===== config.mk =====
export PLATFORM = sky130hd
export DESIGN_NAME = scan_addr_seq
export DESIGN_NICKNAME = d
export VERILOG_FILES = /design/src/rtl/scan_seq_pkg.sv /design/src/rtl/scan_seq_ctrl.sv /design/src/rtl/scan_pos_track.sv /design/src/rtl/scan_addr_form.sv /design/src/rtl/scan_addr_seq.sv
export SDC_FILE = /design/constraint.sdc
export NUM_CORES = 1
export LEC_CHECK = 0
export BUFFER_PORTS_ARGS = -buffer_cell sky130_fd_sc_hd__buf_2
export CELL_PAD_IN_SITES_DETAIL_PLACEMENT = 2
export CELL_PAD_IN_SITES_GLOBAL_PLACEMENT = 2
export CORE_MARGIN = 8
export CORE_UTILIZATION = 32
export CTS_CLUSTER_DIAMETER = 80
export DETAILED_ROUTE_END_ITERATION = 12
export GPL_TIMING_DRIVEN = 0
export PLACE_DENSITY = 0.79
export SLEW_MARGIN = 40
export SYNTH_ARGS = -nofsm -noshare
export SYNTH_HDL_FRONTEND = slang
export SYNTH_SLANG_ARGS = --single-unit

===== constraint.sdc =====
create_clock -name clk -period 5 [get_ports clk]
set_input_delay 0.5 -clock clk [delete_from_list [all_inputs] [get_ports clk]]
set_output_delay 0.5 -clock clk [all_outputs]
set_load 0.03 [all_outputs]

===== src/rtl/scan_seq_pkg.sv =====
package scan_seq_pkg;

    typedef enum logic [2:0] {
        S_IDLE,
        S_RD_A,
        S_RD_B,
        S_WR_C,
        S_ADV,
        S_TURN,
        S_FIN
    } seq_state_t;

    typedef enum logic [2:0] {
        P_HOLD,
        P_LOAD,
        P_FWD,
        P_BACK,
        P_WRAP,
        P_TURN
    } pos_cmd_t;

    typedef enum logic [1:0] {
        ORD_SINGLE = 2'd0,
        ORD_LINEAR = 2'd1,
        ORD_VIDEO  = 2'd2,
        ORD_ZIGZAG = 2'd3
    } order_t;

    typedef enum logic [1:0] {
        TAG_RD_A = 2'd0,
        TAG_RD_B = 2'd1,
        TAG_WR_C = 2'd2,
        TAG_NONE = 2'd3
    } acc_tag_t;

endpackage


===== src/rtl/scan_seq_ctrl.sv =====
module scan_seq_ctrl
    import scan_seq_pkg::*;
#(
    parameter int DIM_W = 8
) (
    input  logic             clk,
    input  logic             rst_n,
    input  logic             start,
    input  logic [DIM_W-1:0] width_in,
    input  logic [DIM_W-1:0] height_in,
    input  logic [1:0]       order_in,
    input  logic [DIM_W-1:0] col,
    input  logic [DIM_W-1:0] row,
    input  logic             rev,
    output pos_cmd_t         cmd,
    output logic [DIM_W-1:0] width_q,
    output logic             busy,
    output logic             done,
    output logic             addr_valid,
    output acc_tag_t         tag
);

    seq_state_t       state, state_nx;
    order_t           order_q;
    logic [DIM_W-1:0] height_q;
    logic             accept;
    logic             row_end;
    logic             last_pix;

    assign accept  = (state == S_IDLE) && start
                     && (width_in != '0) && (height_in != '0);
    assign row_end = rev ? (col == '0) : (col == width_q - DIM_W'(1));

    always_comb begin
        unique case (order_q)
            ORD_SINGLE: last_pix = 1'b1;
            ORD_LINEAR: last_pix = row_end;
            ORD_VIDEO:  last_pix = row_end && (row == height_q - DIM_W'(1));
            ORD_ZIGZAG: last_pix = row_end && (row == height_q - DIM_W'(1));
            default:    last_pix = 1'b1;
        endcase
    end

    // state register and latched settings
    always_ff @(posedge clk or negedge rst_n) begin
        if (!rst_n) begin
            state    <= S_IDLE;
            order_q  <= ORD_SINGLE;
            width_q  <= '0;
            height_q <= '0;
        end else begin
            state <= state_nx;
            if (accept) begin
                order_q  <= order_t'(order_in);
                width_q  <= width_in;
                height_q <= height_in;
            end
        end
    end

    // transitions
    always_comb begin
        state_nx = state;
        unique case (state)
            S_IDLE: if (accept) state_nx = S_RD_A;
            S_RD_A: state_nx = S_RD_B;
            S_RD_B: state_nx = S_WR_C;
            S_WR_C: state_nx = last_pix ? S_FIN : S_ADV;
            S_ADV:  state_nx = (order_q == ORD_ZIGZAG && row_end) ? S_TURN : S_RD_A;
            S_TURN: state_nx = S_RD_A;
            S_FIN:  state_nx = S_IDLE;
            default: state_nx = S_IDLE;
        endcase
    end

    // outputs and position commands
    always_comb begin
        cmd        = P_HOLD;
        busy       = (state != S_IDLE);
        done       = 1'b0;
        addr_valid = 1'b0;
        tag        = TAG_NONE;
        unique case (state)
            S_IDLE: if (accept) cmd = P_LOAD;
            S_RD_A: begin addr_valid = 1'b1; tag = TAG_RD_A; end
            S_RD_B: begin addr_valid = 1'b1; tag = TAG_RD_B; end
            S_WR_C: begin addr_valid = 1'b1; tag = TAG_WR_C; end
            S_ADV: begin
                unique case (order_q)
                    ORD_ZIGZAG: cmd = row_end ? P_HOLD : (rev ? P_BACK : P_FWD);
                    ORD_VIDEO:  cmd = row_end ? P_WRAP : P_FWD;
                    ORD_LINEAR: cmd = P_FWD;
                    default:    cmd = P_HOLD;
                endcase
            end
            S_TURN: cmd = P_TURN;
            S_FIN:  done = 1'b1;
            default: cmd = P_HOLD;
        endcase
    end

endmodule


===== src/rtl/scan_pos_track.sv =====
module scan_pos_track
    import scan_seq_pkg::*;
#(
    parameter int DIM_W = 8,
    localparam int OFS_W = 2 * DIM_W
) (
    input  logic             clk,
    input  logic             rst_n,
    input  pos_cmd_t         cmd,
    input  logic [DIM_W-1:0] width_q,
    output logic [DIM_W-1:0] col,
    output logic [DIM_W-1:0] row,
    output logic [OFS_W-1:0] ofs,
    output logic             rev
);

    always_ff @(posedge clk or negedge rst_n) begin
        if (!rst_n) begin
            col <= '0;
            row <= '0;
            ofs <= '0;
            rev <= 1'b0;
        end else begin
            unique case (cmd)
                P_LOAD: begin
                    col <= '0;
                    row <= '0;
                    ofs <= '0;
                    rev <= 1'b0;
                end
                P_FWD: begin
                    col <= col + DIM_W'(1);
                    ofs <= ofs + OFS_W'(1);
                end
                P_BACK: begin
                    col <= col - DIM_W'(1);
                    ofs <= ofs - OFS_W'(1);
                end
                P_WRAP: begin
                    col <= '0;
                    row <= row + DIM_W'(1);
                    ofs <= ofs + OFS_W'(1);
                end
                P_TURN: begin
                    row <= row + DIM_W'(1);
                    ofs <= ofs + OFS_W'(width_q);
                    rev <= ~rev;
                end
                default: begin end
            endcase
        end
    end

endmodule


===== src/rtl/scan_addr_form.sv =====
module scan_addr_form
    import scan_seq_pkg::*;
#(
    parameter int ADDR_W = 16,
    parameter int OFS_W  = 16
) (
    input  logic              clk,
    input  logic              rst_n,
    input  logic              load,
    input  logic [ADDR_W-1:0] base_a,
    input  logic [ADDR_W-1:0] base_b,
    input  logic [ADDR_W-1:0] base_c,
    input  acc_tag_t          tag,
    input  logic [OFS_W-1:0]  ofs,
    output logic [ADDR_W-1:0] addr
);

    logic [ADDR_W-1:0] ba_q, bb_q, bc_q, sel;

    always_ff @(posedge clk or negedge rst_n) begin
        if (!rst_n) begin
            ba_q <= '0;
            bb_q <= '0;
            bc_q <= '0;
        end else if (load) begin
            ba_q <= base_a;
            bb_q <= base_b;
            bc_q <= base_c;
        end
    end

    always_comb begin
        unique case (tag)
            TAG_RD_A: sel = ba_q;
            TAG_RD_B: sel = bb_q;
            TAG_WR_C: sel = bc_q;
            default:  sel = '0;
        endcase
    end

    assign addr = sel + ADDR_W'(ofs);

endmodule


===== src/rtl/scan_addr_seq.sv =====
module scan_addr_seq
    import scan_seq_pkg::*;
#(
    parameter int ADDR_W = 16,
    parameter int DIM_W  = 8
) (
    input  logic              clk,
    input  logic              rst_n,
    input  logic              start,
    input  logic [DIM_W-1:0]  img_width,
    input  logic [DIM_W-1:0]  img_height,
    input  logic [1:0]        order_sel,
    input  logic [ADDR_W-1:0] base_a,
    input  logic [ADDR_W-1:0] base_b,
    input  logic [ADDR_W-1:0] base_c,
    output logic              addr_valid,
    output logic [ADDR_W-1:0] addr,
    output logic [1:0]        tag,
    output logic              busy,
    output logic              done
);

    localparam int OFS_W = 2 * DIM_W;

    pos_cmd_t         cmd;
    acc_tag_t         tag_e;
    logic [DIM_W-1:0] width_q, col, row;
    logic [OFS_W-1:0] ofs;
    logic             rev;

    scan_seq_ctrl #(.DIM_W(DIM_W)) u_ctrl (
        .clk(clk), .rst_n(rst_n), .start(start),
        .width_in(img_width), .height_in(img_height), .order_in(order_sel),
        .col(col), .row(row), .rev(rev),
        .cmd(cmd), .width_q(width_q), .busy(busy), .done(done),
        .addr_valid(addr_valid), .tag(tag_e)
    );

    scan_pos_track #(.DIM_W(DIM_W)) u_pos (
        .clk(clk), .rst_n(rst_n), .cmd(cmd), .width_q(width_q),
        .col(col), .row(row), .ofs(ofs), .rev(rev)
    );

    scan_addr_form #(.ADDR_W(ADDR_W), .OFS_W(OFS_W)) u_addr (
        .clk(clk), .rst_n(rst_n), .load(cmd == P_LOAD),
        .base_a(base_a), .base_b(base_b), .base_c(base_c),
        .tag(tag_e), .ofs(ofs), .addr(addr)
    );

    assign tag = tag_e;

endmodule


==> summary.txt <==
Clocking
  – CTS sink count: 102
  – TritonCTS clock tree: done
  – Clk root buf: clkbuf_16
  – Worst-Skew Late Latency: 370 ps
  – Clock-pin transition on the worst setup and hold timing paths: 70 ps
  – Max Root-Sink Buffers: 2
  – Num CTS Buffers: 9
  – CTS H-tree lvls: 3

Place
  – Final HPWL DP: 16.1 mm
  – # port buffers: 89
  – Placement Setup Slack: -384 ps
  – Placer Congestion: 0.784
  – Placed Area: 7350 um2

Synthesis
  – Syn avg cell area: 8.91 um2
  – Main combinational cell family by area after synthesis: simple AND/OR/NAND/NOR gates
  – Post-synthesis mux area share: 0.0587
  – Synth Instances: 733
  – Largest cells by area after synthesis: dfrtp_1 39%, nand2_1 10%, ha_1 7.9%
  – Post-Synth Adder-Cell Area: 0.0878
  – Post-Synth XOR/XNOR Area: 0.0698
  – Ys async rst share: 1.00
  – Synth Area in Compound Gates: 0.157
  – Post-synth top flop: dfrtp_1
  – Cell taking the most area after synthesis: dfrtp_1
  – Yosys Warn Count: 0
  – Synth Area in Simple Gates: 0.205
  – Post-synth EDFFs: 0
  – Seq/Total Area, Yosys: 0.391
  – Synth top area share: 0.391
  – FF+latch count, synth: 102
  – Post-synth net total: 846
  – Post-synthesis cell type count: 56
  – Mapped Area: 6530 um2

Cells and area
  – Layout fillers: 2279
  – Area of the multi-input gates: 3870 um2
  – Syn-to-layout area delta: 19.3%
  – NumNets Final: 953
  – Final instance area: 7780 um2
  – Ant. Diodes: 0
  – Layout cell share with drive strength beyond 1: 0.207
  – Reg area: 2550 um2

Timing
  – Slew at the pin with the worst max-slew slack: 766 ps
  – Peak Freq: 0.208 GHz
  – Final setup fails: 0
  – Final WS setup: 193 ps
  – Worst relative slew slack: 0.489
  – Setup_tns: 0 ps
  – RSZ-0062 raised after global routing: false
  – Final Max Tran Viols: 0
  – Ratio of final minimum period to clock period: 0.961
  – Fin. Hold Viols: 0
  – Period minus WS final: 4810 ps
  – Clock Skew: 14.0 ps

Flow run
  – MaxCap Viol Count: 0

Worst setup path
  – Setup crit start kind: register
  – CP max stage delay: 550 ps
  – Worst EP required: 5250 ps
  – Worst Path Arrival: 5060 ps
  – Worst path slowest cell: or4_4
  – Crit path max-delay family: compound AO/OA/AOI/OAI gates
  – R2R Path End: u_pos.ofs[14]
  – Critical Path, Cell by Cell: or4_4 > or3_4 > a2111oi_4 > nand4_2 > a32o_2 > buf_6 > and2_1 > o22ai_2 > inv_1 > fa_2 > o21ai_4 > a31oi_2 > a2bb2oi_2 > a211o_1 > o21a_1 > o21ai_2 > xor2_1 > a22o_1
  – Worst Path Max Fanout: 10
  – Crit. End Element: register
  – CP Launch Point: u_ctrl.width_q[0]
  – Launching point of the worst reg2reg path: u_ctrl.width_q[0]
  – Reg2reg path depth: 18
  – Reg-to-reg slack, setup: 190 ps
  – Worst Path Buf+Inv: 2
  – Setup CP Type: reg -> reg

Hold path
  – Hold Crit Class: in -> async

GRT
  – Largest net degree at the start of global routing: 67
  – First-pass GRT wire length: 34.8 mm
  – Gr usage total: 0.170
  – Grt total ovfl: 0
  – Vias in the first global route: 6552
  – Antenna violations before repair: 0

Floorplanning
  – Die width: 159 um
  – Die area: 25200 um2
  – Row count: 52
  – Starting Density: 0.325
  – Die H: 159 um
  – # IOs: 90
  – Core box area: 20100 um2

Route
  – Final WL: 21.5 mm
  – Via count: 5715
  – DR WL/cell: 19.2 um
  – Detailed Route Iter0 Violations: 160
  – DR pass1 iterations: 4
  – Residual DRC count: 0
  – ANT nets after route: 0
  – Vias per cell: 5.13

Power and ir drop
  – LEAKAGE: 3.80 nW
  – Max VDD drop: 0.356 mV
  – Power Dens Cells: 686 nW/um2

Run status
  – Status: completed
cells by family after synthesis:
logic type      Yosys count
compound gates          146
fa+ha+maj                44
xor+xnor                 52
buf+inv                  51
flops                   102
simple gates            304
mux                      34
where the power goes:
part           leakage [nW]  switching [mW]  internal (mW)
Clock                 0.140           0.348          0.347
Sequential             1.30           0.292           1.14
Combinational          2.36            1.96           1.25
Total                  3.80            2.60           2.74
timing repair:
action | 4_1_cts | 5_1_grt
hold buffers | 0 | 0
endpoints found under the setup margin | 9 | 8
pin swaps | 4 | 10
hold endpoints to repair | 0 | 0
gates resized for setup | 13 | 18
setup buffers | 2 | 4
per-stage QoR:
stage,utilization,power (mW),cells,hold WS (ps)
3_5_place_dp,0.366,4.53,1093,408
4_1_cts,0.382,5.31,1111,14.8
3_3_place_gp,0.364,4.42,1092,453
6_report,0.387,5.34,1115,15.2
5_1_grt,0.387,5.77,1115,26.3
2_1_floorplan,-,3.60,733,204
layout make-up:
cell class                      count  share of cell area
Sequential cell                   102               0.328
Buffer                             27              0.0159
Timing Repair Buffer               96              0.0678
Clock inverter                      6             0.00659
Tap cell                          270              0.0434
Clock buffer                       10              0.0294
Multi-Input combinational cell    580               0.497
Inverter                           24              0.0116
worst max-delay path by stage:
stage | end | slack, ps | cells past startpoint
2_1_floorplan | u_pos.ofs[14] | 290 | 18
3_3_place_gp | u_pos.ofs[14] | -310 | 18
3_5_place_dp | u_pos.ofs[14] | -380 | 18
4_1_cts | u_pos.ofs[14] | 20 | 18
5_1_grt | u_pos.ofs[14] | 20 | 18
6_report | u_pos.ofs[14] | 190 | 18
layer usage:
metal / track usage / vias to the layer above / part of all wire
li1: - / 2753 / -
met1: 0.203 / 2853 / 0.44
met2: 0.303 / 89 / 0.51
met3: 0.0315 / 20 / 0.028
met4: 0.0528 / 0 / 0.020
met5: 0 / - / 0
cells in the final DEF, fill, tap and decap left out, drive strengths merged, types with 2 or more instances in the layout:
cell | netlist | routed
nor4 | 8 | 8
and2 | 6 | 6
buf | 7 | 104
nand2b | 3 | 3
a211oi | 6 | 6
nor2b | 9 | 9
a22oi | 15 | 15
or4 | 2 | 2
a21oi | 22 | 22
nor2 | 46 | 46
nand3b | 2 | 2
fa | 3 | 3
nand3 | 14 | 14
and3 | 5 | 5
dfrtp | 102 | 102
a31oi | 6 | 6
ha | 41 | 41
a21o | 14 | 14
mux2 | 34 | 34
xor2 | 14 | 14
xnor2 | 38 | 38
o31ai | 4 | 4
inv | 23 | 27
o21bai | 6 | 6
o21ai | 35 | 35
o21a | 6 | 6
a21boi | 2 | 2
clkinv | 1 | 3
nor3 | 15 | 15
clkbuf | 20 | 29
or3 | 5 | 5
nand2 | 179 | 179
a22o | 21 | 21
nand4 | 6 | 6
sequential cells by signal (all words and copies together), names as in the netlist:
signal,flops
u_pos.ofs,16
u_ctrl.order_q,2
u_pos.row,8
u_addr.bb_q,16
u_ctrl.height_q,8
u_ctrl.state,3
u_addr.ba_q,16
u_addr.bc_q,16
u_pos.col,8
u_ctrl.width_q,8
u_pos.rev,1
synthesized netlist by cell type (all sizes together), types with 2 or more instances:
master	n
and2	6
clkbuf	20
xnor2	38
a21oi	22
a21boi	2
or4	2
o21bai	6
buf	7
dfrtp	102
inv	23
and3	5
mux2	34
nand4	6
nand3b	2
o21ai	35
o31ai	4
a211oi	6
fa	3
a31oi	6
nor2	46
a22o	21
a21o	14
xor2	14
nand2b	3
nand2	179
o21a	6
nor4	8
or3	5
nand3	14
a22oi	15
ha	41
nor3	15
nor2b	9
(Power assumes the default switching activity.)
